### src/rtl/spi_cmd_csr_pkg.sv
package spi_cmd_csr_pkg;
  typedef enum logic [7:0] {
    OFS_VER   = 8'h00,
    OFS_SRST  = 8'h40,
    OFS_IEN   = 8'h80,
    OFS_IPEND = 8'h84,
    OFS_ISRC  = 8'h88,
    OFS_SYNC  = 8'hC0,
    OFS_CROOM = 8'hD0,
    OFS_TROOM = 8'hD4,
    OFS_RLVL  = 8'hD8,
    OFS_CPUSH = 8'hE0,
    OFS_TPUSH = 8'hE4,
    OFS_RPOP  = 8'hE8,
    OFS_RPEEK = 8'hEC
  } csr_ofs_e;

  localparam int IRQ_W      = 4;
  localparam int IRQ_CMD_AE = 0;
  localparam int IRQ_TX_AE  = 1;
  localparam int IRQ_RX_AF  = 2;
  localparam int IRQ_SYNC   = 3;
  localparam logic [7:0] VER_MAJOR = 8'd1;
endpackage

### src/rtl/csr_fifo.sv
module csr_fifo #(
  parameter int W     = 8,
  parameter int DEPTH = 4,
  localparam int PW   = (DEPTH > 1) ? $clog2(DEPTH) : 1,
  localparam int CW   = $clog2(DEPTH + 1)
) (
  input  logic          clk_i,
  input  logic          rst_ni,
  input  logic          clr_i,
  input  logic          push_i,
  input  logic [W-1:0]  data_i,
  input  logic          pop_i,
  output logic [W-1:0]  data_o,
  output logic [CW-1:0] count_o
);
  logic [W-1:0]  mem_q [DEPTH];
  logic [PW-1:0] wptr_q, rptr_q;
  logic [CW-1:0] cnt_q;
  logic do_push, do_pop;

  assign do_push = push_i && (cnt_q < CW'(DEPTH));
  assign do_pop  = pop_i && (cnt_q != '0);

  function automatic logic [PW-1:0] nxt(input logic [PW-1:0] p);
    return (p == PW'(DEPTH - 1)) ? '0 : p + 1'b1;
  endfunction

  always_ff @(posedge clk_i or negedge rst_ni) begin
    if (!rst_ni) begin
      wptr_q <= '0;
      rptr_q <= '0;
      cnt_q  <= '0;
    end else if (clr_i) begin
      wptr_q <= '0;
      rptr_q <= '0;
      cnt_q  <= '0;
    end else begin
      if (do_push) wptr_q <= nxt(wptr_q);
      if (do_pop)  rptr_q <= nxt(rptr_q);
      if (do_push && !do_pop)      cnt_q <= cnt_q + 1'b1;
      else if (do_pop && !do_push) cnt_q <= cnt_q - 1'b1;
    end
  end

  always_ff @(posedge clk_i) begin
    if (do_push && !clr_i) mem_q[wptr_q] <= data_i;
  end

  assign data_o  = mem_q[rptr_q];
  assign count_o = cnt_q;
endmodule

### src/rtl/csr_irq.sv
module csr_irq
  import spi_cmd_csr_pkg::*;
#(
  parameter int AE_LVL   = 1,
  parameter int RX_DEPTH = 4
) (
  input  logic             clk_i,
  input  logic             rst_ni,
  input  logic [31:0]      cmd_lvl_i,
  input  logic [31:0]      tx_lvl_i,
  input  logic [31:0]      rx_lvl_i,
  input  logic             sync_evt_i,
  input  logic [IRQ_W-1:0] w1c_i,
  input  logic             ien_we_i,
  input  logic [IRQ_W-1:0] ien_wdata_i,
  output logic [IRQ_W-1:0] ien_o,
  output logic [IRQ_W-1:0] pend_o,
  output logic [IRQ_W-1:0] src_o,
  output logic             irq_o
);
  logic [IRQ_W-1:0] ien_q;
  logic             sync_q;

  always_ff @(posedge clk_i or negedge rst_ni) begin
    if (!rst_ni) begin
      ien_q  <= '0;
      sync_q <= 1'b0;
    end else begin
      if (ien_we_i) ien_q <= ien_wdata_i;
      // set wins over a same-cycle clear
      if (sync_evt_i)              sync_q <= 1'b1;
      else if (w1c_i[IRQ_SYNC])    sync_q <= 1'b0;
    end
  end

  always_comb begin
    pend_o             = '0;
    pend_o[IRQ_CMD_AE] = cmd_lvl_i <= 32'(AE_LVL);
    pend_o[IRQ_TX_AE]  = tx_lvl_i <= 32'(AE_LVL);
    pend_o[IRQ_RX_AF]  = rx_lvl_i >= 32'(RX_DEPTH - 1);
    pend_o[IRQ_SYNC]   = sync_q;
  end

  assign ien_o = ien_q;
  assign src_o = pend_o & ien_q;
  assign irq_o = |src_o;
endmodule

### src/rtl/spi_cmd_csr.sv
module spi_cmd_csr
  import spi_cmd_csr_pkg::*;
#(
  parameter int CMD_DEPTH = 4,
  parameter int TX_DEPTH  = 4,
  parameter int RX_DEPTH  = 4,
  parameter int AE_LVL    = 1,
  parameter logic [7:0] VER_MINOR = 8'd0,
  parameter logic [7:0] VER_PATCH = 8'd0
) (
  input  logic        clk_i,
  input  logic        rst_ni,
  input  logic        req_valid_i,
  output logic        req_ready_o,
  input  logic        req_write_i,
  input  logic [7:0]  req_addr_i,
  input  logic [31:0] req_wdata_i,
  output logic        rsp_valid_o,
  output logic [31:0] rsp_rdata_o,
  output logic        engine_rst_o,
  output logic        cmd_valid_o,
  input  logic        cmd_ready_i,
  output logic [15:0] cmd_data_o,
  output logic        tx_valid_o,
  input  logic        tx_ready_i,
  output logic [7:0]  tx_data_o,
  input  logic        rx_valid_i,
  input  logic [7:0]  rx_data_i,
  input  logic        sync_valid_i,
  input  logic [7:0]  sync_id_i,
  output logic        irq_o
);
  localparam int CCW = $clog2(CMD_DEPTH + 1);
  localparam int TCW = $clog2(TX_DEPTH + 1);
  localparam int RCW = $clog2(RX_DEPTH + 1);

  logic acc_wr, acc_rd, srst_q, sync_evt;
  logic [7:0] sync_id_q;
  logic [CCW-1:0] cmd_cnt;
  logic [TCW-1:0] tx_cnt;
  logic [RCW-1:0] rx_cnt;
  logic [31:0] cmd_lvl, tx_lvl, rx_lvl, rd_mux;
  logic [7:0] rx_head;
  logic [IRQ_W-1:0] ien, pend_vec, src_vec, w1c;
  logic unused_wdata;

  assign req_ready_o = 1'b1;
  assign acc_wr = req_valid_i && req_write_i;
  assign acc_rd = req_valid_i && !req_write_i;
  assign engine_rst_o = srst_q;
  assign sync_evt = sync_valid_i && !srst_q;
  assign unused_wdata = ^req_wdata_i[31:16];

  always_ff @(posedge clk_i or negedge rst_ni) begin
    if (!rst_ni) begin
      srst_q    <= 1'b0;
      sync_id_q <= '0;
    end else begin
      if (acc_wr && req_addr_i == OFS_SRST) srst_q <= req_wdata_i[0];
      if (sync_evt) sync_id_q <= sync_id_i;
    end
  end

  csr_fifo #(.W(16), .DEPTH(CMD_DEPTH)) u_cmd_q (
    .clk_i, .rst_ni, .clr_i(srst_q),
    .push_i(acc_wr && req_addr_i == OFS_CPUSH && !srst_q),
    .data_i(req_wdata_i[15:0]),
    .pop_i(cmd_ready_i), .data_o(cmd_data_o), .count_o(cmd_cnt));

  csr_fifo #(.W(8), .DEPTH(TX_DEPTH)) u_tx_q (
    .clk_i, .rst_ni, .clr_i(srst_q),
    .push_i(acc_wr && req_addr_i == OFS_TPUSH && !srst_q),
    .data_i(req_wdata_i[7:0]),
    .pop_i(tx_ready_i), .data_o(tx_data_o), .count_o(tx_cnt));

  csr_fifo #(.W(8), .DEPTH(RX_DEPTH)) u_rx_q (
    .clk_i, .rst_ni, .clr_i(srst_q),
    .push_i(rx_valid_i && !srst_q), .data_i(rx_data_i),
    .pop_i(acc_rd && req_addr_i == OFS_RPOP),
    .data_o(rx_head), .count_o(rx_cnt));

  assign cmd_lvl = 32'(cmd_cnt);
  assign tx_lvl  = 32'(tx_cnt);
  assign rx_lvl  = 32'(rx_cnt);
  assign cmd_valid_o = cmd_cnt != '0;
  assign tx_valid_o  = tx_cnt != '0;

  assign w1c = (acc_wr && req_addr_i == OFS_IPEND) ? req_wdata_i[IRQ_W-1:0] : '0;

  csr_irq #(.AE_LVL(AE_LVL), .RX_DEPTH(RX_DEPTH)) u_irq (
    .clk_i, .rst_ni,
    .cmd_lvl_i(cmd_lvl), .tx_lvl_i(tx_lvl), .rx_lvl_i(rx_lvl),
    .sync_evt_i(sync_evt), .w1c_i(w1c),
    .ien_we_i(acc_wr && req_addr_i == OFS_IEN),
    .ien_wdata_i(req_wdata_i[IRQ_W-1:0]),
    .ien_o(ien), .pend_o(pend_vec), .src_o(src_vec), .irq_o(irq_o));

  always_comb begin
    rd_mux = '0;
    case (req_addr_i)
      OFS_VER:   rd_mux = {8'h00, VER_MAJOR, VER_MINOR, VER_PATCH};
      OFS_SRST:  rd_mux = 32'(srst_q);
      OFS_IEN:   rd_mux = 32'(ien);
      OFS_IPEND: rd_mux = 32'(pend_vec);
      OFS_ISRC:  rd_mux = 32'(src_vec);
      OFS_SYNC:  rd_mux = 32'(sync_id_q);
      OFS_CROOM: rd_mux = 32'(CMD_DEPTH) - cmd_lvl;
      OFS_TROOM: rd_mux = 32'(TX_DEPTH) - tx_lvl;
      OFS_RLVL:  rd_mux = rx_lvl;
      OFS_RPOP, OFS_RPEEK: rd_mux = (rx_cnt != '0) ? 32'(rx_head) : '0;
      default:   rd_mux = '0;
    endcase
  end

  always_ff @(posedge clk_i or negedge rst_ni) begin
    if (!rst_ni) begin
      rsp_valid_o <= 1'b0;
      rsp_rdata_o <= '0;
    end else begin
      rsp_valid_o <= req_valid_i;
      rsp_rdata_o <= acc_rd ? rd_mux : '0;
    end
  end
endmodule

### config.mk
export PLATFORM = sky130hd
export DESIGN_NAME = spi_cmd_csr
export DESIGN_NICKNAME = d
export VERILOG_FILES = /design/src/rtl/spi_cmd_csr_pkg.sv /design/src/rtl/csr_fifo.sv /design/src/rtl/csr_irq.sv /design/src/rtl/spi_cmd_csr.sv
export SDC_FILE = /design/constraint.sdc
export NUM_CORES = 1
export LEC_CHECK = 0
export ABC_AREA = 1
export BUFFER_PORTS_ARGS = -buffer_cell sky130_fd_sc_hd__buf_2
export CAP_MARGIN = 20
export CORE_UTILIZATION = 40
export CTS_CLUSTER_SIZE = 25
export DETAILED_ROUTE_END_ITERATION = 7
export PLACE_DENSITY = 0.73
export SETUP_SLACK_MARGIN = 0.5
export SYNTH_ARGS = -nofsm -noshare
export SYNTH_HDL_FRONTEND = slang
export SYNTH_SLANG_ARGS = --single-unit
### constraint.sdc
create_clock -name clk_i -period 2.59 [get_ports clk_i]
set_input_delay 0.518 -clock clk_i [delete_from_list [all_inputs] [get_ports clk_i]]
set_output_delay 0.518 -clock clk_i [all_outputs]
set_load 0.05 [all_outputs]
==> impl.org <==
** Synth
- After synthesis, flip-flops and latches occupy 62.3% of the total area.
- Avg Cell Area, Syn :: 10.8 µm²
- Synthesized Nets :: 832
- Among all flip-flop cells after synthesis, the most frequent one is sky130_fd_sc_hd__edfxtp_1.
- The synthesized design contains 174 register bits.
- Synth warnings :: 0
- The netlist uses 45 different library cells.
- EDFF count, synth :: 128
- In this run the cell area of the synthesized design comes to 0.00801 mm².
- Share of synthesized registers carrying an async set or reset :: 26.4%
- Counting every instance in the synthesized netlist gives 744.

** Global routing
- Remaining global-route overflow :: 0
- Global-route usage over all layers :: 17.9%
- Entering global routing, the biggest net connects 34 pins.
- The via count of the first global-routing pass came to 5597.
- The initial antenna violation count is 0.
- The first global-routing pass estimated 28.0 mm of wire.

** Timing
- Summed over all failing endpoints, the final setup total negative slack is 0 ns.
- Timing would allow up to 460 MHz.
- Setup violators final :: 0
- Final clock period utilization by the worst path :: 84.0%
- For the final database, setup skew stands at 0.00900 ns.
- The number of max-slew violations in the final report came to 0.
- Unrepaired setup endpoints after global routing :: true
- Worst hold margin :: 0.214 ns
- The clock period could shrink to 2.18 ns.
- Hold Violations, Final :: 0

** Place
- At the end of routability-driven placement, the weighted congestion stood at 0.877.
- Detailed Place HPWL :: 11.8 mm
- The placed instances occupy a cell area of 0.00898 mm².
- Input and output buffers added on the ports amount to 108.

** Finish
- The number of antenna diodes in the final layout is 0.
- Share of cells above drive strength 1 :: 35.5%
- Final #Nets :: 960
- Synthesis-to-layout area growth :: 28.8%
- After routing the design area is 0.0103 mm².

** Power and ir drop
- Peak ir drop on the vdd network :: 0.000480 V
- In this run the power density over the cells is 600 mW/mm².
- In this run the static leakage power is 4.31 nW.

** Critical path
- Capture point of the critical path :: cmd_data_o[1]
- In this run the worst setup path begins at u_cmd_q.rptr_q[0].
- For the worst setup path, the data required time is 2.07 ns.
- In this run the register-to-register setup slack is 0.58 ns.
- The worst register-to-register path begins at u_cmd_q.count_o[0].
- Endpoint class of the critical path :: primary output
- Largest driver fanout on the critical path :: 16
- For the worst flop-to-flop path, the logic depth is 8.
- STA puts the critical path data arrival time at 1.66 ns.
- The worst setup path is launched from a flop.
- Cell with the largest stage delay on the worst path :: sky130_fd_sc_hd__dfrtp_2
- For this run, the slowest stage of the critical path takes 0.46 ns.
- The critical path goes through clkinv_4 > buf_16 > o21ai_1 > o22ai_2 > buf_6.
- The endpoint identified for the worst register-to-register timing path is u_cmd_q.mem_q[1][4].
- The critical path in this run is classified as flop to primary output.

** Clock tree
- In this run the deepest clock path goes through 2 buffers.
- TritonCTS built the clock tree.
- Root buffer cell :: sky130_fd_sc_hd__clkbuf_16
- Number of buffers created by CTS :: 17
- At the later pin of the worst-skew pair, clock insertion delay measures 0.44 ns.
- H-tree depth :: 4
- Clock Sinks :: 174
- Clock edge transition at the registers on the reported setup and hold paths :: 0.07 ns

** Die
- Core Region :: 0.0195 mm²
- Vert. Die Dim :: 144 µm
- During I/O placement, the number of pins put on the boundary was 126.
- The floorplan step set the die width to 144 µm.
- The floorplan has 51 rows.
- Starting density of the core :: 41.0%
- The die covers 0.0206 mm².

** Worst hold path
- Counting instances, the worst hold path has a depth of 1.
- Path type of the worst min-delay path :: primary input to flop

** Routing
- First-pass iteration count of the detailed router :: 5
- The count of nets left with antenna violations once routing finished came out at 0.
- Via-to-Cell Ratio :: 4.96
- Aggregate routed wire length :: 18.3 mm
- The first routing iteration left 362 violations.
- After detailed routing, the average wire length per cell comes to 15.9 µm.
- Vias after detailed routing :: 5708
- Remaining routing DRC violations :: 0

** Flow run
- Max Cap Violations :: 0

** Status
- The flow ran to the end, and the final reports show no timing, DRC or antenna violations.
==> per-stage QoR <==
step | total power [mW] | util (%) | setup slack [ns] | instances
2_1_floorplan | 3.33 | - | 0.544 | 744
3_3_place_gp | 3.47 | 46.0 | 0.436 | 1098
3_5_place_dp | 3.48 | 46.0 | 0.399 | 1098
4_1_cts | 6.20 | 50.9 | 0.451 | 1144
5_1_grt | 6.38 | 52.8 | 0.379 | 1150
6_report | 6.19 | 52.8 | 0.414 | 1150
==> where the power goes <==
| group | switching, mW | internal (mW) |
|---|---|---|
| Combinational | 0.247 | 0.150 |
| Clock | 1.16 | 1.56 |
| Sequential | 0.0358 | 3.05 |
==> synth_stat cells, types with 2 or more instances <==
library cell               instances  area [µm²]
sky130_fd_sc_hd__nor2_4            3        33.8
sky130_fd_sc_hd__mux2_2            6        67.6
sky130_fd_sc_hd__inv_2             9        33.8
sky130_fd_sc_hd__nand3b_1          3        22.5
sky130_fd_sc_hd__or2_2             2        12.5
sky130_fd_sc_hd__nor3_1            6        30.0
sky130_fd_sc_hd__xor2_1            2        17.5
sky130_fd_sc_hd__a21oi_1          11        55.1
sky130_fd_sc_hd__nor2_1          123         462
sky130_fd_sc_hd__nor2_2            8        50.1
sky130_fd_sc_hd__nand2_1          93         349
sky130_fd_sc_hd__mux2_4            3        45.0
sky130_fd_sc_hd__buf_4            24         180
sky130_fd_sc_hd__clkbuf_1         13        48.8
sky130_fd_sc_hd__buf_2             4        20.0
sky130_fd_sc_hd__nand2_4           3        33.8
sky130_fd_sc_hd__nand2_2           9        56.3
sky130_fd_sc_hd__nor2_8            2        40.0
sky130_fd_sc_hd__nand3_1          30         150
sky130_fd_sc_hd__inv_1            60         225
sky130_fd_sc_hd__clkinv_1          2        7.51
sky130_fd_sc_hd__o21ai_0          73         365
sky130_fd_sc_hd__nand4_1           7        43.8
sky130_fd_sc_hd__o21ai_1           5        25.0
sky130_fd_sc_hd__ha_1             23         288
sky130_fd_sc_hd__o22ai_1          28         175
sky130_fd_sc_hd__nand3_4           2        35.0
sky130_fd_sc_hd__dfrtp_1          46        1150
sky130_fd_sc_hd__edfxtp_1        128        3840
==> routing by layer <==
| metal | track usage (%) | part of all wire [%] | up-vias |
|---|---|---|---|
| met5 | 0 | 0 | - |
| met4 | 7.56 | 1.8 | 0 |
| met1 | 22.3 | 41 | 2740 |
| met2 | 31.0 | 53 | 158 |
| met3 | 2.83 | 4.3 | 29 |
| li1 | - | - | 2781 |
==> repair_timing <==
| action | in CTS | in global routing |
|---|---|---|
| endpoints found under the setup margin | 84 | 94 |
| hold endpoints to repair | 14 | 0 |
| gates cloned | 1 | 3 |
| pin swaps | 2 | 9 |
| buffers inserted | 12 | 3 |
| hold buffers | 1 | 0 |
| resized for setup | 82 | 92 |
==> logic make-up after synthesis <==
| family | after synthesis | synth area share (%) |
|---|---|---|
| other | 1 | 0.0468 |
| multiplexers | 9 | 1.41 |
| buffers and inverters | 115 | 6.65 |
| AO/OA/AOI/OAI | 123 | 8.43 |
| AND/OR/NAND/NOR | 295 | 17.0 |
| adder cells (fa/ha/maj) | 24 | 3.84 |
| flip-flops | 174 | 62.3 |
| XOR/XNOR | 3 | 0.328 |
==> final cells by class <==
class,instances,area [µm²]
Fill cell,1674,9210
Sequential cell,174,5000
Multi-Input combinational cell,455,2860
Timing Repair Buffer,151,1200
Clock buffer,18,429
Tap cell,265,332
Inverter,73,295
Clock inverter,14,195
==> cell usage in the layout, fill, tap and decap left out, types with 4 or more instances in the layout <==
cell type,instances
sky130_fd_sc_hd__buf_4,30
sky130_fd_sc_hd__inv_2,14
sky130_fd_sc_hd__nor2_4,9
sky130_fd_sc_hd__buf_12,6
sky130_fd_sc_hd__nand4_1,7
sky130_fd_sc_hd__nor2_2,13
sky130_fd_sc_hd__edfxtp_1,128
sky130_fd_sc_hd__a21oi_1,11
sky130_fd_sc_hd__nor2_1,112
sky130_fd_sc_hd__inv_6,4
sky130_fd_sc_hd__o22ai_2,24
sky130_fd_sc_hd__buf_6,25
sky130_fd_sc_hd__dfrtp_1,41
sky130_fd_sc_hd__clkbuf_16,20
sky130_fd_sc_hd__ha_1,18
sky130_fd_sc_hd__buf_8,4
sky130_fd_sc_hd__nand3_1,29
sky130_fd_sc_hd__mux2_2,6
sky130_fd_sc_hd__o21ai_0,40
sky130_fd_sc_hd__buf_2,81
sky130_fd_sc_hd__nand2_1,90
sky130_fd_sc_hd__o21ai_2,19
sky130_fd_sc_hd__nor3_1,6
sky130_fd_sc_hd__nand2_2,12
sky130_fd_sc_hd__o22ai_1,4
sky130_fd_sc_hd__o21ai_1,17
sky130_fd_sc_hd__dfrtp_2,5
sky130_fd_sc_hd__inv_1,51
==> worst min-delay path by stage <==
stage,end,slack [ns],from
after floorplan,engine_rst_o,0.22,rst_ni
after detailed placement,sync_id_q[7],0.44,rst_ni
after CTS,rsp_valid_o,0.20,req_valid_i
after global routing,rsp_valid_o,0.21,req_valid_i
final,rsp_valid_o,0.21,req_valid_i
after global placement,sync_id_q[7],0.43,rst_ni
==> critical path: cells and delay by family, from the launching register on <==
| kind | cells | cell delay (ns) |
|---|---|---|
| AO/OA/AOI/OAI | 2 | 0.28 |
| flip-flops | 1 | 0.46 |
| buffers and inverters | 3 | 0.48 |
==> state kept, by name, indices dropped and copies added (netlist names), 4 cells and up <==
name and count:
rsp_rdata_o 10, sync_id_q 8, u_cmd_q.mem_q 64, u_rx_q.mem_q 32
u_irq.ien_o 4, u_tx_q.mem_q 32
(Power assumes the default switching activity.)
